`config.mk`:
```
export PLATFORM = sky130hd
export DESIGN_NAME = pulse_integrator
export DESIGN_NICKNAME = d
export VERILOG_FILES = /design/src/rtl/pulse_integrator.sv
export SDC_FILE = /design/constraint.sdc
export NUM_CORES = 1
export LEC_CHECK = 0
export ABC_AREA = 0
export BUFFER_PORTS_ARGS = -buffer_cell sky130_fd_sc_hd__buf_2
export CAP_MARGIN = 30
export CORE_MARGIN = 1
export CORE_UTILIZATION = 54
export CTS_CLUSTER_DIAMETER = 50
export DETAILED_ROUTE_END_ITERATION = 10
export HOLD_SLACK_MARGIN = 0.12
export PLACE_DENSITY_LB_ADDON = 0.3
export SLEW_MARGIN = 20
export SYNTH_ARGS = -nofsm -noshare
export SYNTH_HDL_FRONTEND = slang
export SYNTH_SLANG_ARGS = --single-unit
```
`constraint.sdc`:
```
create_clock -name clk -period 2.5 [get_ports clk]
set_clock_uncertainty 0.05 [all_clocks]
set_input_delay 0.375 -clock clk [delete_from_list [all_inputs] [get_ports clk]]
set_output_delay 0.375 -clock clk [all_outputs]
set_load 0.005 [all_outputs]
```
`src/rtl/pulse_integrator.sv`:
```
module pulse_integrator #(
  parameter int CNT_W  = 32,
  parameter int TMR_W  = 12,
  parameter int SYNC_W = 2
) (
  input  logic             clk,
  input  logic             rst_n,
  input  logic             tick_1s,
  input  logic             op_enable,
  input  logic [3:0]       cycle_sel,
  input  logic             pulse_in,
  input  logic             block_cmd,
  input  logic             xmit_req,
  input  logic             mod_fail,
  input  logic             mod_misconf,
  input  logic             mod_inop,
  output logic             rep_strobe,
  output logic [CNT_W-1:0] rep_value,
  output logic             new_val,
  output logic             restart,
  output logic             blocked,
  output logic             invalid
);

  function automatic logic [TMR_W-1:0] period_of(input logic [3:0] code);
    case (code)
      4'd0:    period_of = TMR_W'(30);
      4'd1:    period_of = TMR_W'(60);
      4'd2:    period_of = TMR_W'(90);
      4'd3:    period_of = TMR_W'(120);
      4'd4:    period_of = TMR_W'(150);
      4'd5:    period_of = TMR_W'(180);
      4'd6:    period_of = TMR_W'(240);
      4'd7:    period_of = TMR_W'(300);
      4'd8:    period_of = TMR_W'(360);
      4'd9:    period_of = TMR_W'(450);
      4'd10:   period_of = TMR_W'(600);
      4'd11:   period_of = TMR_W'(720);
      4'd12:   period_of = TMR_W'(900);
      4'd13:   period_of = TMR_W'(1200);
      4'd14:   period_of = TMR_W'(1800);
      default: period_of = TMR_W'(3600);
    endcase
  endfunction

  logic [SYNC_W:0]    p_sh;
  logic [SYNC_W-1:0]  x_sh;
  logic [CNT_W-1:0]   acc;
  logic [TMR_W-1:0]   tmr;
  logic [TMR_W-1:0]   per;
  logic [3:0]         sel_q;
  logic [1:0]         x_ticks;
  logic               x_done;
  logic               restart_pend;
  logic               wrap_flag;

  assign blocked = block_cmd | mod_inop;
  assign invalid = mod_fail | mod_misconf;
  assign per     = period_of(sel_q);

  wire run      = op_enable & ~blocked;
  wire sel_chg  = cycle_sel != sel_q;
  wire p_edge   = p_sh[SYNC_W-1] & ~p_sh[SYNC_W];
  wire x_lvl    = x_sh[SYNC_W-1];
  wire inc      = run & p_edge;
  wire wrap_now = inc & (&acc);
  wire per_end  = run & ~sel_chg & tick_1s & (tmr == per - TMR_W'(1));
  wire dem_fire = x_lvl & tick_1s & ~x_done & (x_ticks == 2'd1);
  wire rpt      = op_enable & (per_end | dem_fire);

  always_ff @(posedge clk) begin
    if (!rst_n) begin
      p_sh  <= '0;
      x_sh  <= '0;
      sel_q <= '0;
    end else begin
      p_sh  <= {p_sh[SYNC_W-1:0], pulse_in};
      x_sh  <= {x_sh[SYNC_W-2:0], xmit_req};
      sel_q <= cycle_sel;
    end
  end

  always_ff @(posedge clk) begin
    if (!rst_n)   acc <= '0;
    else if (inc) acc <= acc + CNT_W'(1);
  end

  always_ff @(posedge clk) begin
    if (!rst_n || !run || sel_chg) tmr <= '0;
    else if (tick_1s)              tmr <= per_end ? '0 : tmr + TMR_W'(1);
  end

  always_ff @(posedge clk) begin
    if (!rst_n || !x_lvl) begin
      x_ticks <= '0;
      x_done  <= 1'b0;
    end else if (tick_1s && !x_done) begin
      if (x_ticks == 2'd1) x_done  <= 1'b1;
      else                 x_ticks <= x_ticks + 2'd1;
    end
  end

  always_ff @(posedge clk) begin
    if (!rst_n) begin
      restart_pend <= 1'b1;
      wrap_flag    <= 1'b0;
    end else begin
      if (!run || sel_chg) restart_pend <= 1'b1;
      else if (rpt)        restart_pend <= 1'b0;
      wrap_flag <= rpt ? wrap_now : (wrap_flag | wrap_now);
    end
  end

  always_ff @(posedge clk) begin
    if (!rst_n) begin
      rep_strobe <= 1'b0;
      rep_value  <= '0;
      new_val    <= 1'b0;
      restart    <= 1'b0;
    end else begin
      rep_strobe <= rpt;
      new_val    <= rpt & (acc != rep_value);
      if (rpt) begin
        rep_value <= acc;
        restart   <= restart_pend | wrap_flag;
      end
    end
  end

endmodule

```
# --- Word level (Yosys, flattened, before mapping) ---
# Memories as Yosys holds them, arrays and structs flattened. A register that Yosys moved wholly into a read port is not among the register bits.
# Cells that the tools add are included.
op_classes:
  n_addsub: 4
  n_eq_ne: 4
  n_mux: 3
  bitwise: 23
  reduce_logical: 13
op_table:
  columns: ["operator", "count"]
  rows:
  - ["$add A32 B1 Y32 const B", 1]
  - ["$ne A32 B32 Y1", 1]
  - ["$reduce_and A32 Y1", 1]
  - ["$add A12 B1 Y12 const B", 1]
  - ["$and A1 B1 Y1", 12]
  - ["$eq A12 B12 Y1", 1]
  - ["$mux W12", 1]
  - ["$sub A12 B1 Y12 const B", 1]
  - ["$not A1 Y1", 6]
  - ["$or A1 B1 Y1", 5]
  - ["$logic_not A1 Y1", 4]
  - ["$logic_or A1 B1 Y1", 4]
  - ["$mux W4", 1]
  - ["$ne A4 B4 Y1", 1]
  - ["$reduce_and A2 Y1", 2]
  - ["$add A2 B1 Y2 const B", 1]
  - ["$eq A2 B1 Y1 const B", 1]
  - ["$reduce_or A2 Y1", 1]
  - ["$logic_and A1 B1 Y1", 1]
  - ["$mux W1", 1]
word_totals:
  reg_bits: 93
  mem_bits_ro: 176
  in_bits: 14
  out_inout_bits: 37
  elab_cells: 61
  n_memories: 1
memory_table:
  columns: ["name", "words", "word_bits", "read_ports", "rd_ports_with_merged_regs", "wr", "line_no", "rtl"]
  rows:
  - ["(no name shown)", 16, 11, 1, 1, 0, "26", "case (code)"]

# --- Logic depth before layout (Yosys ltp) ---
# Gate-level depths: netlist of run 1.
depth:
  word_depth: 9
  depth_mapped: 10
  ltp_nobuf: 8

# --- Worst setup path after synthesis of run 1 ---
# No wires, ideal clock.
synth_path:
  path_kind: "flip-flop to flip-flop"
  startpoint: "register, netlist name per[1]"
  endpoint: "register rep_value[23]"
  setup_time_ps: 79
  arrival_time_ps: 2284
  t_required_ps: 2371
  path_slack_ps: 87
  path_stages_with_launch: 11
  path_buffers: 2
  synth_period_minus_slack_ps: 2413
  path_cell_list: "dfxtp_1 inv_1 ha_1 nor4b_4 a31oi_1 a221o_1 nand2_1 clkbuf_1 clkbuf_1 nand4_1 o211ai_1"
synth_via:
  elab_chain_len: 5
synth_lines:
  columns: ["element", "line_no", "rtl"]
  rows:
  - ["$sub A12 B1 Y12", "67", "wire per_end = run & ~sel_chg & tick_1s & (tmr == per - TMR_W'(1));"]
  - ["$eq A12 B12 Y1", "67", null]
  - ["$and A1 B1 Y1", "67", null]
  - ["$or A1 B1 Y1", "69", "wire rpt = op_enable & (per_end | dem_fire);"]
  - ["$and A1 B1 Y1", "69", null]
  - ["to (signal assigned)", "117", "rep_value <= '0;"]
  - ["to (signal assigned)", "124", "rep_value <= acc;"]
  - ["to (decl)", "18", "output logic [CNT_W-1:0] rep_value,"]
# Every way passes these cells.
# A chain may end at the register's enable or synchronous reset.

# --- Worst setup path after layout of run 1 ---
layout_path:
  startpoint: "register, netlist name per[1]"
  endpoint: "register restart"
layout_via:
  elab_chain_len: 5
layout_lines:
  columns: ["element", "line_no", "rtl"]
  rows:
  - ["$sub A12 B1 Y12", "67", null]
  - ["$eq A12 B12 Y1", "67", null]
  - ["$and A1 B1 Y1", "67", null]
  - ["$or A1 B1 Y1", "69", null]
  - ["$and A1 B1 Y1", "69", null]
  - ["to (signal assigned)", "125", "restart <= restart_pend | wrap_flag;"]
  - ["to (decl)", "20", "output logic restart,"]
# Every way passes these cells.

==> summary.txt, run 1 <==
Run status
  • Status: completed

STA
  • Slew HR: around 41%
  • Final Hold Viols: 0
  • Tmin final: 2.425 ns
  • Setup violations, final: 0
  • Setup ws final: 0.07503 ns
  • Max-slew violations: 0
  • Tcrit/Tclk final: a little over nine tenths
  • Max Clk Rate: 412.4 MHz
  • Tightest Pin Transition: ~0.88 ns

Global routing
  • Total gr overflow: 0
  • First-pass GRT wire length: 22.69 mm
  • Initial antenna violation count: 0
  • Maximum number of pins on one net before global-route repair: 50
  • Tot GR Track Use: roughly a quarter
  • Vias in the first global route: approximately 4700

CTS
  • Root Driver: clkbuf_8
  • Hold buffers post-CTS: 0
  • TritonCTS clock tree: done
  • Clock Latency Late Sink: 0.39 ns
  • Cts bufs inserted: 9
  • Post-CTS Setup Repair Bufs: 0
  • Number of H-tree levels: 3
  • Clk buf depth: 2
  • Clock Sinks: roughly 100
  • Clock transition at path regs: 0.10 ns

Synth
  • Top cells by area, synth: dfxtp_1, xor2_1, nand4_1
  • Syn_area_per_cell: roughly 8.5 µm²
  • Synth Instances: 667
  • Post-Synth Adder-Cell Area: 0.8820%
  • Synthesized area: 5674 µm²
  • Syn nets: slightly below 700
  • Synth top area share: 36.69%
  • Yosys top cell by area: dfxtp_1
  • Ys Warns: 0
  • Synth Area in Compound Gates: 12.88%
  • Post-synth cell types: 56
  • Post-Synth XOR/XNOR Area: between 10% and 20%
  • Post-synth ARST share: 0%
  • Top FF cell, synth: dfxtp_1
  • Yosys reg bits: 104
  • Simple-Gate Fraction of Synth Area: between 20% and 30%
  • Post-synth top cells: dfxtp_1, nand3_1, nand4_1
  • Most common cell in the netlist: dfxtp_1
  • Main combinational cell family by area after synthesis: simple AND/OR/NAND/NOR gates
  • Post-synth EDFFs: 0
  • Post-synthesis sequential area ratio: 36.69%
  • Mux contribution to synthesized area: less than 1%

Setup path
  • WP data arrival: about 2.7 ns
  • R2R cell count: 7
  • Crit Path Category: reg -> reg
  • Worst setup EP type: register
  • Worst path max stage delay: 0.54 ns
  • R2R Path Start: per[1]
  • CP Launch Point: per[1]
  • Worst reg2reg endpoint: restart
  • R2R Setup Slk: 0.08 ns
  • CP Launch Type: register
  • Critical Path RT: 2.74 ns
  • Crit Path Max Fanout: 7
  • CP Cell Sequence: or4_4 -> a2111o_1 -> a22oi_2 -> and4_4 -> a21oi_1 -> buf_4 -> o311a_1
  • Crit-path slowest cell: or4_4

Die
  • Rows: 37
  • Top Ports: 51
  • Die Wd: 104.5 µm
  • Starting Density: a little under three fifths
  • Core area: 10280 µm²
  • Die Height: 104.5 µm
  • Die ar.: between 10000 and 15000 µm²

Placement
  • IO buf count: 50
  • DP Worst Slack: -0.05634 ns
  • Hpwl dp: ~9.7 mm
  • Placed cell count: between 800 and 900
  • Final GP Congestion: approximately 0.82

Final layout
  • Post-Layout Cell Count: 848
  • Layout cells sized above 1: 17.98%
  • Area Growth Syn to Fin: 14.18%
  • Ant. Diodes: 0
  • Final net count: ~730
  • Final core occ: a little over three fifths

Power and ir drop
  • Pwr per Cell Area: 482.1 nW/µm²
  • Leak pwr: 2.644 nW
  • Max VDD drop: 0.2573 mV

Drt
  • Initial drt markers: around 280
  • DRC viols: 0
  • DRT Wirelength: roughly 14 mm
  • Vias: 5036
  • DR vias/cell: 5.939
  • Routed Antenna Nets: 0
  • DR pass1 iterations: 6
  • Routed length per instance: 16.45 µm

Min path
  • WHS Endpoint: p_sh[0]
  • Hold Path Depth: 2
  • Hold Crit Start: pulse_in
  • Worst Hold Class: in -> reg

Job
  • MaxCap Viol Count: 0
[worst max-delay path: cells and delay by family (launching register included)]
family,cells,cell delay (ns)
simple gates,2,0.85
buf+inv,1,0.17
flops,1,0.34
compound gates,4,0.91
[stage by stage]
step	hold WS, ns	total power, mW	setup TNS, ns	cell area (µm²)
final	0.1385	3.123	0	6479
after global placement	0.3659	1.968	0	6181
after CTS	0.1336	3.109	0	6400
after floorplan	0.3619	1.886	0	5674
after detailed placement	0.3756	1.975	-0.6123	6181
after global routing	0.1455	3.239	-0.01563	6479
[flip-flops by register name, summed over array words and instances, names as in the netlist, 2 cells and up]
signal	count
acc	32
rep_value	32
tmr	12
per	11
sel_q	4
p_sh	3
x_sh	2
x_ticks	2
[power by group]
group | switching, mW | leakage [nW] | internal, mW
Combinational | 0.170 | 1.69 | 0.112
Clock | 0.595 | 0.110 | 0.561
Sequential | 0.0112 | 0.842 | 1.67
[cells in the final DEF, fill, tap and decap left out, drive strengths merged, types with 9 or more instances in the layout]
cell    netlist  final
o211ai       28     28
xor2         56     56
inv          10     10
nand2        29     29
nor4         13     13
nand3        66     66
buf          11     91
xnor2        31     31
dfxtp       104    104
o21a         27     27
nor2         34     34
and2         36     36
nor2b        10     10
clkbuf       52     11
nand4        63     63
and3          9      9
[metal layers]
layer  vias up  routed length, µm  GRT usage [%]  part of all wire [%]
met5         -                  0              0                     0
met2       121               6554          40.73                    47
met4         0                242          11.12                   1.7
met3        22                602          4.511                   4.3
met1      2416               6548          34.16                    47
li1       2477                  -              -                     -
[layout make-up]
type                       count  area (µm²)
timing repair buffer          92       646.9
multi-input combinational    490        3328
fill                         916        3799
clock buffer                  10       127.6
inverter                      10       37.54
sequential                   104        2085
clock inverter                 6       83.83
tap                          136       170.2
[worst max-delay path by stage]
stage / depth (start not counted) / end
final: 7 / restart
after detailed placement: 9 / rep_value[15]
after global routing: 11 / restart
after CTS: 10 / rep_value[26]
after floorplan: 10 / rep_value[23]
after global placement: 10 / rep_value[28]
[timing repair]
item,in CTS,in global routing
pin swaps,0,3
endpoints found under the setup margin,32,38
hold endpoints to repair,0,0
resized for setup,4,12
cloned,0,1
[cell families (layout without fill, tap and decap cells)]
kind of cell    after synthesis  in the layout
mux                           4              4
buf+inv                      73            118
simple gates                299            299
compound gates               96             96
fa+ha+maj                     4              4
xor+xnor                     87             87
flops                       104            104
No activity file was read; power rests on OpenSTA's default activity.
==> inputs of run 2 (changes only) <==
Settings changed: CELL_PAD_IN_SITES_DETAIL_PLACEMENT set to 1, CELL_PAD_IN_SITES_GLOBAL_PLACEMENT set to 2, CORE_UTILIZATION 54 to 33.
==> run 2 against run 1 <==
Non-clock buffer count unchanged. First-iteration DRC count decreased by 19%. Core utilization decreased by 23 points. Global-route usage decreased by 6.6 points. Setup slack got worse by 0.034 ns. Via count decreased by 0.42%. Sequential power about the same. Power increased by 12%. Largest power group unchanged.
==> summary.txt, run 2 (synthesis results as in run 1) <==
Power and ir drop
  • Comb pwr share: 7.8% (was 9.0%)
  • Net Sw Power: 0.8280 mW (was 0.7760 mW)
  • Switch share: 23.62% (was 24.84%)
  • Sequential power share: 48.2% (was 54.0%)
  • Design internal power: 2.678 mW (was 2.347 mW)
  • Max VDD drop: 0.3322 mV (was 0.2573 mV)
  • Leak pwr: 2.699 nW (was 2.644 nW)
  • Pwr per Cell Area: 521.5 nW/µm² (was 482.1 nW/µm²)
  • Clk pwr share: 44.0% (was 37.0%)

CTS
  • Clk buf depth: 2 (unchanged)
  • Clock transition at path regs: 0.07 ns (was 0.10 ns)
  • TritonCTS clock tree: done (unchanged)
  • Cts bufs inserted: 9 (unchanged)
  • Number of H-tree levels: 3 (unchanged)
  • Root Driver: clkbuf_16 (was clkbuf_8)
  • Hold buffers post-CTS: 0 (unchanged)
  • Clock Sinks: 104 (unchanged)
  • Clock Latency Late Sink: 0.35 ns (was 0.39 ns)

STA
  • Tightest Pin Transition: 0.9314 ns (was 0.8807 ns)
  • Setup violations, final: 0 (unchanged)
  • Tmin final: 2.459 ns (was 2.425 ns)
  • Final Hold Viols: 0 (unchanged)
  • Final TNS setup: 0 ns (unchanged)
  • Tcrit/Tclk final: 98.34% (was 97.00%)
  • Slew HR: 37.91% (was 41.28%)
  • Unrepaired setup endpoints after global routing: true
  • Max Clk Rate: 406.7 MHz (was 412.4 MHz)
  • Max-slew violations: 0 (unchanged)

Run status
  • Status: completed (unchanged)

Final layout
  • Layout cells sized above 1: 18.96% (was 17.98%)
  • Fill cells: 1978 (was 916)
  • Final net count: 725 (unchanged)
  • Ant. Diodes: 0 (unchanged)
  • Post-Layout Cell Count: 932 (was 848)
  • Commonest non-fill, non-tap cells in the layout: dfxtp_1, nand3_1, nand4_1 (unchanged)
  • Largest registers: acc (32), rep_value (32), tmr (12) (unchanged)
  • Area Growth Syn to Fin: 18.48% (was 14.18%)
  • Most common cell after layout, fill and taps aside: dfxtp_1 (unchanged)

Placement
  • IO buf count: 50 (unchanged)
  • Placed cell count: 911 (was 831)
  • Hpwl dp: 11.53 mm (was 9.701 mm)
  • Final GP Congestion: 0.8498 (was 0.8244)

Global routing
  • Maximum number of pins on one net before global-route repair: 70 (was 50)
  • Initial antenna violation count: 0 (unchanged)
  • Total gr overflow: 0 (unchanged)
  • Vias in the first global route: 5176 (was 4677)
  • First-pass GRT wire length: 26.96 mm (was 22.69 mm)
  • Tot GR Track Use: 19.09% (was 25.67%)

Drt
  • DR vias/cell: 5.381 (was 5.939)
  • Vias: 5015 (was 5036)
  • DR pass1 iterations: 4 (was 6)
  • DRC viols: 0 (unchanged)
  • Routed length per instance: 17.86 µm (was 16.45 µm)
  • Initial drt markers: 225 (was 277)
  • DRT Wirelength: 16.64 mm (was 13.95 mm)
  • Routed Antenna Nets: 0 (unchanged)

Job
  • MaxCap Viol Count: 0 (unchanged)

Setup path
  • Worst path max stage delay: 0.53 ns (was 0.54 ns)
  • WP data arrival: 2.65 ns (was 2.66 ns)
  • CP Launch Type: register (unchanged)
  • Crit Path Max Fanout: 10 (was 7)
  • Critical Path RT: 2.69 ns (was 2.74 ns)
  • CP Cell Sequence: or4_4 -> a2111o_1 -> a32oi_1 -> a21bo_2 -> o311ai_4 -> buf_12 -> nor2_1 (was or4_4 -> a2111o_1 -> a22oi_2 -> and4_4 -> a21oi_1 -> buf_4 -> o311a_1)
  • Worst setup EP type: register (unchanged)
  • Crit Path Category: reg -> reg (unchanged)
  • Crit-path slowest cell: or4_4 (unchanged)

Die
  • Die Wd: 133.1 µm (was 104.5 µm)
  • Rows: 47 (was 37)
  • Starting Density: 33.98% (was 55.21%)
  • Die Height: 133.1 µm (was 104.5 µm)
  • Top Ports: 51 (unchanged)
  • Die ar.: 17720 µm² (was 10920 µm²)
  • Core area: 16700 µm² (was 10280 µm²)

Min path
  • Worst Hold Class: in -> reg (unchanged)
[run 2: cell count changes in the layout (fill, tap and decap cells not counted), sizes merged]
cell and change:
clkinv -1, clkinvlp +1
[run 2: through the flow]
step                hold WS, ns  utilization, %  setup slack, ns  cell area [µm²]  power, mW
floorplan                0.3619               -          0.08683             5674      1.886
finish                   0.1757           40.25          0.04145             6723      3.506
CTS                      0.1677           39.65         0.007023             6621      3.537
global route             0.1685           40.25         -0.04197             6723      3.646
detailed placement       0.3710           37.61         -0.04166             6281      1.984
global placement         0.3631           37.61          0.08099             6281      1.972
[run 2: power groups by stage]
stage | clock network (mW) | registers [mW] | logic [mW]
4_1_cts | 1.59 | 1.69 | 0.262
3_3_place_gp | 0 | 1.72 | 0.248
5_1_grt | 1.66 | 1.69 | 0.297
6_report | 1.54 | 1.69 | 0.273
3_5_place_dp | 0 | 1.73 | 0.258
2_1_floorplan | 0 | 1.72 | 0.162
[run 2: timing repair]
item                                    4_1_cts  5_1_grt
pin swaps                                     0        8
buffers inserted                              1        2
gates resized for setup                       3       16
hold endpoints to repair                      0        0
endpoints found under the setup margin       17       41
cloned                                        0        3
[run 2: path summary, 6_finish.rpt]
check             depth (start not counted)  endpoint     start  slack (ns)
hold reg to reg                           1   p_sh[1]   p_sh[0]        0.38
setup / recovery                          7   tmr[10]    per[7]        0.04
setup reg to reg                          7   tmr[10]    per[7]        0.04
hold / removal                            2   p_sh[0]  pulse_in        0.18
[run 2: critical path: cells and delay by family, from the launching register on]
| family | cells | cell delay, ns |
|---|---|---|
| flops | 1 | 0.32 |
| buf+inv | 1 | 0.16 |
| simple gates | 2 | 0.58 |
| compound gates | 4 | 1.23 |
[run 2: cell type report]
type	instances	area [µm²]	area share, %
multi-input combinational	490	3321	49.40
clock buffer	10	239.0	3.555
tap	220	275.3	4.095
clock inverter	6	82.58	1.228
inverter	10	37.54	0.5583
sequential	104	2088	31.06
timing repair buffer	92	679.4	10.11
[run 2: metal layers]
layer	vias to the layer above	global-route usage (%)	wire, µm
li1	2472	-	-
met1	2470	25.69	8308
met2	59	31.21	7746
met3	14	2.854	361
met4	0	6.439	225
met5	-	0	0
